[src/rtl/gpkt_pkg.sv]
package gpkt_pkg;

  localparam int WORD_W = 32;

  // register byte offsets
  localparam logic [3:0] ADDR_HDR  = 4'h0;
  localparam logic [3:0] ADDR_DATA = 4'h4;
  localparam logic [3:0] ADDR_STAT = 4'h8;

  typedef enum logic [1:0] {
    EM_IDLE,
    EM_HDR,
    EM_PLD
  } em_state_t;

  typedef struct packed {
    logic [7:0]  rsvd;
    logic [15:0] wc;
    logic [7:0]  dt;
  } pkt_hdr_t;

  // long packet when the low nibble of the data type is 9
  function automatic logic dt_is_long(input logic [7:0] dt);
    return dt[3:0] == 4'h9;
  endfunction

  // data types that request a response
  function automatic logic dt_is_read(input logic [7:0] dt);
    return (dt == 8'h04) || (dt == 8'h14) || (dt == 8'h24) || (dt == 8'h06);
  endfunction

  // little-endian byte lane of a 32-bit word
  function automatic logic [7:0] word_byte(input logic [31:0] w, input logic [1:0] lane);
    return w[8*lane +: 8];
  endfunction

endpackage

[src/rtl/gpkt_fifo.sv]
module gpkt_fifo #(
  parameter int DEPTH = 16,
  parameter int W     = 32
) (
  input  logic         clk,
  input  logic         rst_n,
  input  logic         push,
  input  logic         pop,
  input  logic [W-1:0] din,
  output logic [W-1:0] head,
  output logic         empty,
  output logic         full,
  output logic         push_ok
);

  localparam int PW = (DEPTH > 1) ? $clog2(DEPTH) : 1;
  localparam int CW = $clog2(DEPTH + 1);

  logic [W-1:0]  mem [DEPTH];
  logic [PW-1:0] rptr, wptr;
  logic [CW-1:0] count;
  logic          pop_ok;

  assign empty   = (count == '0);
  assign full    = (count == CW'(DEPTH));
  assign pop_ok  = pop && !empty;
  assign push_ok = push && (!full || pop_ok);
  assign head    = mem[rptr];

  function automatic logic [PW-1:0] bump(input logic [PW-1:0] p);
    return (p == PW'(DEPTH - 1)) ? '0 : p + PW'(1);
  endfunction

  always_ff @(posedge clk) begin
    if (!rst_n) begin
      rptr  <= '0;
      wptr  <= '0;
      count <= '0;
    end else begin
      if (push_ok) wptr <= bump(wptr);
      if (pop_ok)  rptr <= bump(rptr);
      count <= count + CW'(push_ok) - CW'(pop_ok);
    end
  end

  always_ff @(posedge clk) begin
    if (push_ok) mem[wptr] <= din;
  end

endmodule

[src/rtl/gpkt_emitter.sv]
module gpkt_emitter
  import gpkt_pkg::*;
(
  input  logic        clk,
  input  logic        rst_n,
  input  logic        cmd_empty,
  input  logic [31:0] cmd_head,
  output logic        cmd_pop,
  input  logic        pld_empty,
  input  logic [31:0] pld_head,
  output logic        pld_pop,
  output logic        tx_valid,
  output logic [7:0]  tx_data,
  output logic        tx_sop,
  output logic        tx_eop,
  output logic        stall
);

  em_state_t   state;
  pkt_hdr_t    hdr;
  logic [1:0]  bidx;
  logic [1:0]  lane;
  logic [15:0] remain;
  logic        has_pld;

  assign has_pld = dt_is_long(hdr.dt) && (hdr.wc != 16'd0);

  always_comb begin
    cmd_pop  = 1'b0;
    pld_pop  = 1'b0;
    tx_valid = 1'b0;
    tx_data  = 8'h00;
    tx_sop   = 1'b0;
    tx_eop   = 1'b0;
    stall    = 1'b0;
    case (state)
      EM_IDLE: cmd_pop = !cmd_empty;
      EM_HDR: begin
        tx_valid = 1'b1;
        tx_data  = word_byte(hdr, bidx);
        tx_sop   = (bidx == 2'd0);
        tx_eop   = (bidx == 2'd2) && !has_pld;
      end
      EM_PLD: begin
        if (pld_empty) begin
          stall = 1'b1;
        end else begin
          tx_valid = 1'b1;
          tx_data  = word_byte(pld_head, lane);
          tx_eop   = (remain == 16'd1);
          pld_pop  = (lane == 2'd3) || (remain == 16'd1);
        end
      end
      default: ;
    endcase
  end

  always_ff @(posedge clk) begin
    if (!rst_n) begin
      state  <= EM_IDLE;
      hdr    <= '0;
      bidx   <= '0;
      lane   <= '0;
      remain <= '0;
    end else begin
      case (state)
        EM_IDLE: begin
          if (cmd_pop) begin
            hdr   <= cmd_head;
            bidx  <= 2'd0;
            state <= EM_HDR;
          end
        end
        EM_HDR: begin
          bidx <= bidx + 2'd1;
          if (bidx == 2'd2) begin
            if (has_pld) begin
              state  <= EM_PLD;
              remain <= hdr.wc;
              lane   <= 2'd0;
            end else begin
              state <= EM_IDLE;
            end
          end
        end
        EM_PLD: begin
          if (tx_valid) begin
            lane   <= lane + 2'd1;
            remain <= remain - 16'd1;
            if (remain == 16'd1) state <= EM_IDLE;
          end
        end
        default: state <= EM_IDLE;
      endcase
    end
  end

endmodule

[src/rtl/gpkt_cmd_if.sv]
module gpkt_cmd_if
  import gpkt_pkg::*;
#(
  parameter int DEPTH = 16,
  parameter int AW    = 4
) (
  input  logic          clk,
  input  logic          rst_n,
  input  logic          reg_wr,
  input  logic          reg_rd,
  input  logic [AW-1:0] reg_addr,
  input  logic [31:0]   reg_wdata,
  output logic [31:0]   reg_rdata,
  input  logic          rsp_valid,
  input  logic [31:0]   rsp_word,
  input  logic          rsp_done,
  output logic          tx_valid,
  output logic [7:0]    tx_data,
  output logic          tx_sop,
  output logic          tx_eop
);

  // decoded register events
  logic hdr_wr, dat_wr, dat_rd, hdr_is_read;
  assign hdr_wr      = reg_wr && (reg_addr == AW'(ADDR_HDR));
  assign dat_wr      = reg_wr && (reg_addr == AW'(ADDR_DATA));
  assign dat_rd      = reg_rd && (reg_addr == AW'(ADDR_DATA));
  assign hdr_is_read = dt_is_read(reg_wdata[7:0]);

  logic [31:0] cmd_head, pld_head, rd_head;
  logic cmd_empty, cmd_full, cmd_push_ok, cmd_pop;
  logic pld_empty, pld_full, pld_push_ok, pld_pop;
  logic rd_empty, rd_full, rd_push_ok;
  logic em_stall;

  gpkt_fifo #(.DEPTH(DEPTH), .W(WORD_W)) u_cmd_fifo (
    .clk(clk), .rst_n(rst_n), .push(hdr_wr), .pop(cmd_pop), .din(reg_wdata),
    .head(cmd_head), .empty(cmd_empty), .full(cmd_full), .push_ok(cmd_push_ok)
  );

  gpkt_fifo #(.DEPTH(DEPTH), .W(WORD_W)) u_pld_fifo (
    .clk(clk), .rst_n(rst_n), .push(dat_wr), .pop(pld_pop), .din(reg_wdata),
    .head(pld_head), .empty(pld_empty), .full(pld_full), .push_ok(pld_push_ok)
  );

  gpkt_fifo #(.DEPTH(DEPTH), .W(WORD_W)) u_rd_fifo (
    .clk(clk), .rst_n(rst_n), .push(rsp_valid), .pop(dat_rd), .din(rsp_word),
    .head(rd_head), .empty(rd_empty), .full(rd_full), .push_ok(rd_push_ok)
  );

  gpkt_emitter u_emitter (
    .clk(clk), .rst_n(rst_n),
    .cmd_empty(cmd_empty), .cmd_head(cmd_head), .cmd_pop(cmd_pop),
    .pld_empty(pld_empty), .pld_head(pld_head), .pld_pop(pld_pop),
    .tx_valid(tx_valid), .tx_data(tx_data), .tx_sop(tx_sop), .tx_eop(tx_eop),
    .stall(em_stall)
  );

  // drop events, brought out for the checker
  logic cmd_drop, pld_drop, rd_drop, busy_set;
  assign cmd_drop = hdr_wr && !cmd_push_ok;
  assign pld_drop = dat_wr && !pld_push_ok;
  assign rd_drop  = rsp_valid && !rd_push_ok;
  assign busy_set = cmd_push_ok && hdr_is_read;

  logic ovf_cmd, ovf_pld, ovf_rd, rd_busy;

  always_ff @(posedge clk) begin
    if (!rst_n) begin
      ovf_cmd <= 1'b0;
      ovf_pld <= 1'b0;
      ovf_rd  <= 1'b0;
      rd_busy <= 1'b0;
    end else begin
      if (cmd_drop) ovf_cmd <= 1'b1;
      if (pld_drop) ovf_pld <= 1'b1;
      if (rd_drop)  ovf_rd  <= 1'b1;
      if (busy_set)      rd_busy <= 1'b1;
      else if (rsp_done) rd_busy <= 1'b0;
    end
  end

  logic [31:0] status;
  assign status = {22'd0, ovf_rd, ovf_pld, ovf_cmd, rd_busy,
                   rd_full, rd_empty, pld_full, pld_empty, cmd_full, cmd_empty};

  always_comb begin
    reg_rdata = 32'd0;
    if (reg_rd) begin
      if (reg_addr == AW'(ADDR_STAT))      reg_rdata = status;
      else if (dat_rd && !rd_empty)        reg_rdata = rd_head;
    end
  end

endmodule

[config.mk]
export PLATFORM = sky130hd
export DESIGN_NAME = gpkt_cmd_if
export DESIGN_NICKNAME = d
export VERILOG_FILES = /design/src/rtl/gpkt_pkg.sv /design/src/rtl/gpkt_fifo.sv /design/src/rtl/gpkt_emitter.sv /design/src/rtl/gpkt_cmd_if.sv
export SDC_FILE = /design/constraint.sdc
export NUM_CORES = 2
export LEC_CHECK = 0
export BUFFER_PORTS_ARGS = -buffer_cell sky130_fd_sc_hd__buf_2
export CORE_ASPECT_RATIO = 0.9
export CORE_MARGIN = 4
export CORE_UTILIZATION = 30
export DETAILED_ROUTE_END_ITERATION = 16
export PLACE_DENSITY = 0.56
export SLEW_MARGIN = 20
export SYNTH_ARGS = -nofsm -noshare
export SYNTH_HDL_FRONTEND = slang
export SYNTH_SLANG_ARGS = --single-unit
[constraint.sdc]
create_clock -name clk -period 8.8 [get_ports clk]
set_clock_uncertainty 0.05 [all_clocks]
set_input_delay 0.88 -clock clk [delete_from_list [all_inputs] [get_ports clk]]
set_output_delay 0.88 -clock clk [all_outputs]
set_load 0.02 [all_outputs]
==> results_dict.tcl <==
set metrics [dict create \
    grt_remaining_overflow 0 \
    seq_area_frac_synth_pct 75.3 \
    hp-class "primary input to flop" \
    post-route-min-period_ns 5.21 \
    vias_per_cell 4.98 \
    ant_nets 0 \
    wl_per_cell_um 25.5 \
    final_common_cell "edfxtp_1" \
    gp_congestion 0.800 \
    syn-mean-instance-area_um2 20.7 \
    drc 0 \
    hold_buffers 0 \
    wirelength_mm 159 \
    ioPinCount 117 \
    first_iter_violations 3000 \
    numCtsBuffers 160 \
    grt_pass1_vias 32000 \
    hold_viol_final 0 \
    arrival_ns 4.28 \
    p_leak_nw 22.3 \
    syn_inst 3090 \
    setup_viol 0 \
    antenna_found_initial 28 \
    crit_chain "buf_12 > mux4_2 > mux2_2 > a2111oi_0 > buf_4 > o22ai_1 > buf_2" \
    async_flop_share_pct 0 \
    worst_pin_slew_ns 1.07 \
    cts_root_buffer "clkbuf_16" \
    p_total_mw 17.6 \
    worstSetupStartpointType "flop" \
    cts_setup_buffers 0 \
    mostFrequentLayoutCells "edfxtp_1, mux4_2, clkbuf_16" \
    status "complete, no violations" \
    grt.total_usage_pct 14.3 \
    final_layout_size_suffix_gt1_share_pct 27.2 \
    cts_resized 0 \
    synthFlopType "edfxtp_1" \
    setup_tns_ns 0 \
    max_stage_delay_ns 0.77 \
    ys_ff_latch 1641 \
    dieArea_um2 221000 \
    rows 160 \
    synth_edf_count 1536 \
    synth_cell_types 71 \
    cts_sinks 1641 \
    cts_tree "built" \
    port_buffers 116 \
    grt_first_pass_wirelength_mm 231 \
    critPathBufInv 3 \
    chipHeight_um 446 \
    clk_pin_slew_ns 0.06 \
    num-fill-cells 19800 \
    rsz0062_at_grt "false" \
    start_util_pct 30.2 \
    hpwl_mm 85.6 \
    yosys_warnings 0 \
    crit_type "flop to output pin" \
    period_share_pct 59.2 \
    drv_cap 0 \
    end_kind "output pin" \
    worstHoldStart "rsp_done" \
    insertion_delay_ns 0.79 \
    cts_max_level 4 \
    ir_drop_mv 0.173 \
    drtPass1Iterations 7 \
    nets 3405 \
    grt_max_degree 118 \
    synthesis.area_um2 64100 \
    clockBufferDepth 3 \
    relSlewSlack_pct 28.3 \
    required_ns 7.87 \
    synthToLayoutAreaGrowth_pct 14.8 \
    critPathMaxFanout 117 \
    powerDensity_nw_per_um2 240 \
    vias 31200 \
    final_max_slew_viol_count 0 \
    crit_slowest_cell "dfxtp_4" \
    coreArea_um2 212000 \
    r2r-start "u_emitter.remain[0]" \
    syn_nets 3208 \
    crit_family "buffers and inverters" \
    die_x_um 495 \
    timing.fmax_ghz 0.192 \
]
-- power breakdown --
| part | leakage, nW | internal, mW | total (mW) | switching [mW] |
|---|---|---|---|---|
| logic | 5.11 | 0.865 | 1.90 | 1.04 |
| clock network | 2.50 | 3.86 | 6.80 | 2.95 |
| registers | 14.7 | 8.71 | 8.91 | 0.206 |
-- Yosys cell counts, types with 6 or more instances --
| master | instances | area [um2] |
|---|---|---|
| nand3b_1 | 6 | 45.0 |
| mux2_2 | 8 | 90.1 |
| nand3_1 | 27 | 135 |
| edfxtp_1 | 1536 | 46100 |
| a31o_2 | 7 | 61.3 |
| o21ai_0 | 66 | 330 |
| or3_1 | 14 | 87.6 |
| xor2_1 | 6 | 52.6 |
| buf_1 | 31 | 116 |
| clkbuf_1 | 91 | 342 |
| nand2b_1 | 7 | 43.8 |
| a21oi_1 | 68 | 340 |
| buf_2 | 41 | 205 |
| nor4_1 | 11 | 68.8 |
| ha_1 | 41 | 513 |
| and3_1 | 12 | 75.1 |
| a22oi_1 | 34 | 255 |
| nor2_1 | 55 | 206 |
| dfxtp_1 | 105 | 2100 |
| o31ai_1 | 16 | 120 |
| a31oi_1 | 13 | 81.3 |
| a2111oi_0 | 7 | 61.3 |
| xnor2_1 | 9 | 78.8 |
| nor3_1 | 18 | 90.1 |
| inv_1 | 45 | 169 |
| nor2b_1 | 17 | 106 |
| a22o_1 | 12 | 105 |
| nand2_1 | 129 | 484 |
| o22ai_1 | 21 | 131 |
| mux4_2 | 427 | 9620 |
| and2_1 | 62 | 388 |
| mux2i_1 | 77 | 771 |
-- cell type report --
cell class / count / area, um2 / area share, %
Sequential cell: 1641 / 48300 / 65.6
Antenna cell: 12 / 30.0 / 0.0408
Multi-Input combinational cell: 1239 / 15100 / 20.6
Tap cell: 2835 / 3550 / 4.82
Inverter: 46 / 173 / 0.235
Clock buffer: 219 / 4370 / 5.94
Clock inverter: 70 / 790 / 1.07
Timing Repair Buffer: 199 / 1230 / 1.67
-- metal layers --
metal  GRT usage (%)  wire [um]
met1            19.2      67400
met2            24.3      80100
met3            2.20       8640
met4            3.73       3240
met5               0         54
-- state kept, by name, summed over array words and instances, names as in the netlist, 4 cells and up, named ones only --
register          cells
u_rd_fifo.count       5
u_cmd_fifo.wptr       4
u_cmd_fifo.rptr       4
u_pld_fifo.rptr       4
u_pld_fifo.mem      512
u_pld_fifo.wptr       4
u_rd_fifo.rptr        4
u_cmd_fifo.count      5
u_emitter.remain     16
u_pld_fifo.count      5
u_emitter.hdr        32
u_rd_fifo.wptr        4
u_cmd_fifo.mem      512
u_rd_fifo.mem       512
-- logic make-up after synthesis --
family / count (synthesis) / share of synthesized area [%]
AND/OR/NAND/NOR: 388 / 3.10
multiplexers: 512 / 16.4
AO/OA/AOI/OAI: 279 / 2.82
buffers and inverters: 210 / 1.32
adder cells (fa/ha/maj): 45 / 0.910
XOR/XNOR: 15 / 0.205
flip-flops: 1641 / 75.3
-- path summary, 6_finish.rpt --
| path | slack, ns | to | depth (start not counted) |
|---|---|---|---|
| setup reg to reg | 4.92 | u_pld_fifo.count[4] | 15 |
| setup / recovery | 3.59 | tx_data[5] | 7 |
| hold / removal | 0.40 | rd_busy | 4 |
| hold reg to reg | 0.42 | u_emitter.hdr[29] | 2 |
-- worst reg2reg max path: stages, from the launching register on --
cell     delay, ns
dfxtp_1       0.48
ha_1          0.19
or3b_2        0.50
o41ai_4       0.62
nand2_1       0.24
inv_1         0.25
ha_1          0.28
inv_1         0.06
ha_1          0.15
inv_1         0.06
fa_1          0.44
inv_1         0.07
a21oi_1       0.06
nor2_1        0.12
or3_1         0.12
a21oi_1       0.06
-- per-stage QoR --
stage          hold slack (ns)  worst slack [ns]  util, %  instance area (um2)  instances
6_report                 0.404              3.59     34.7                73500       6261
2_1_floorplan            0.385              3.60        -                64100       3090
5_1_grt                  0.389              3.34     34.7                73500       6249
4_1_cts                  0.337              3.37     34.7                73500       6249
3_3_place_gp             0.398              4.23     32.3                68300       5960
3_5_place_dp             0.407              4.25     32.3                68300       5960
No activity file was read; power rests on OpenSTA's default activity.
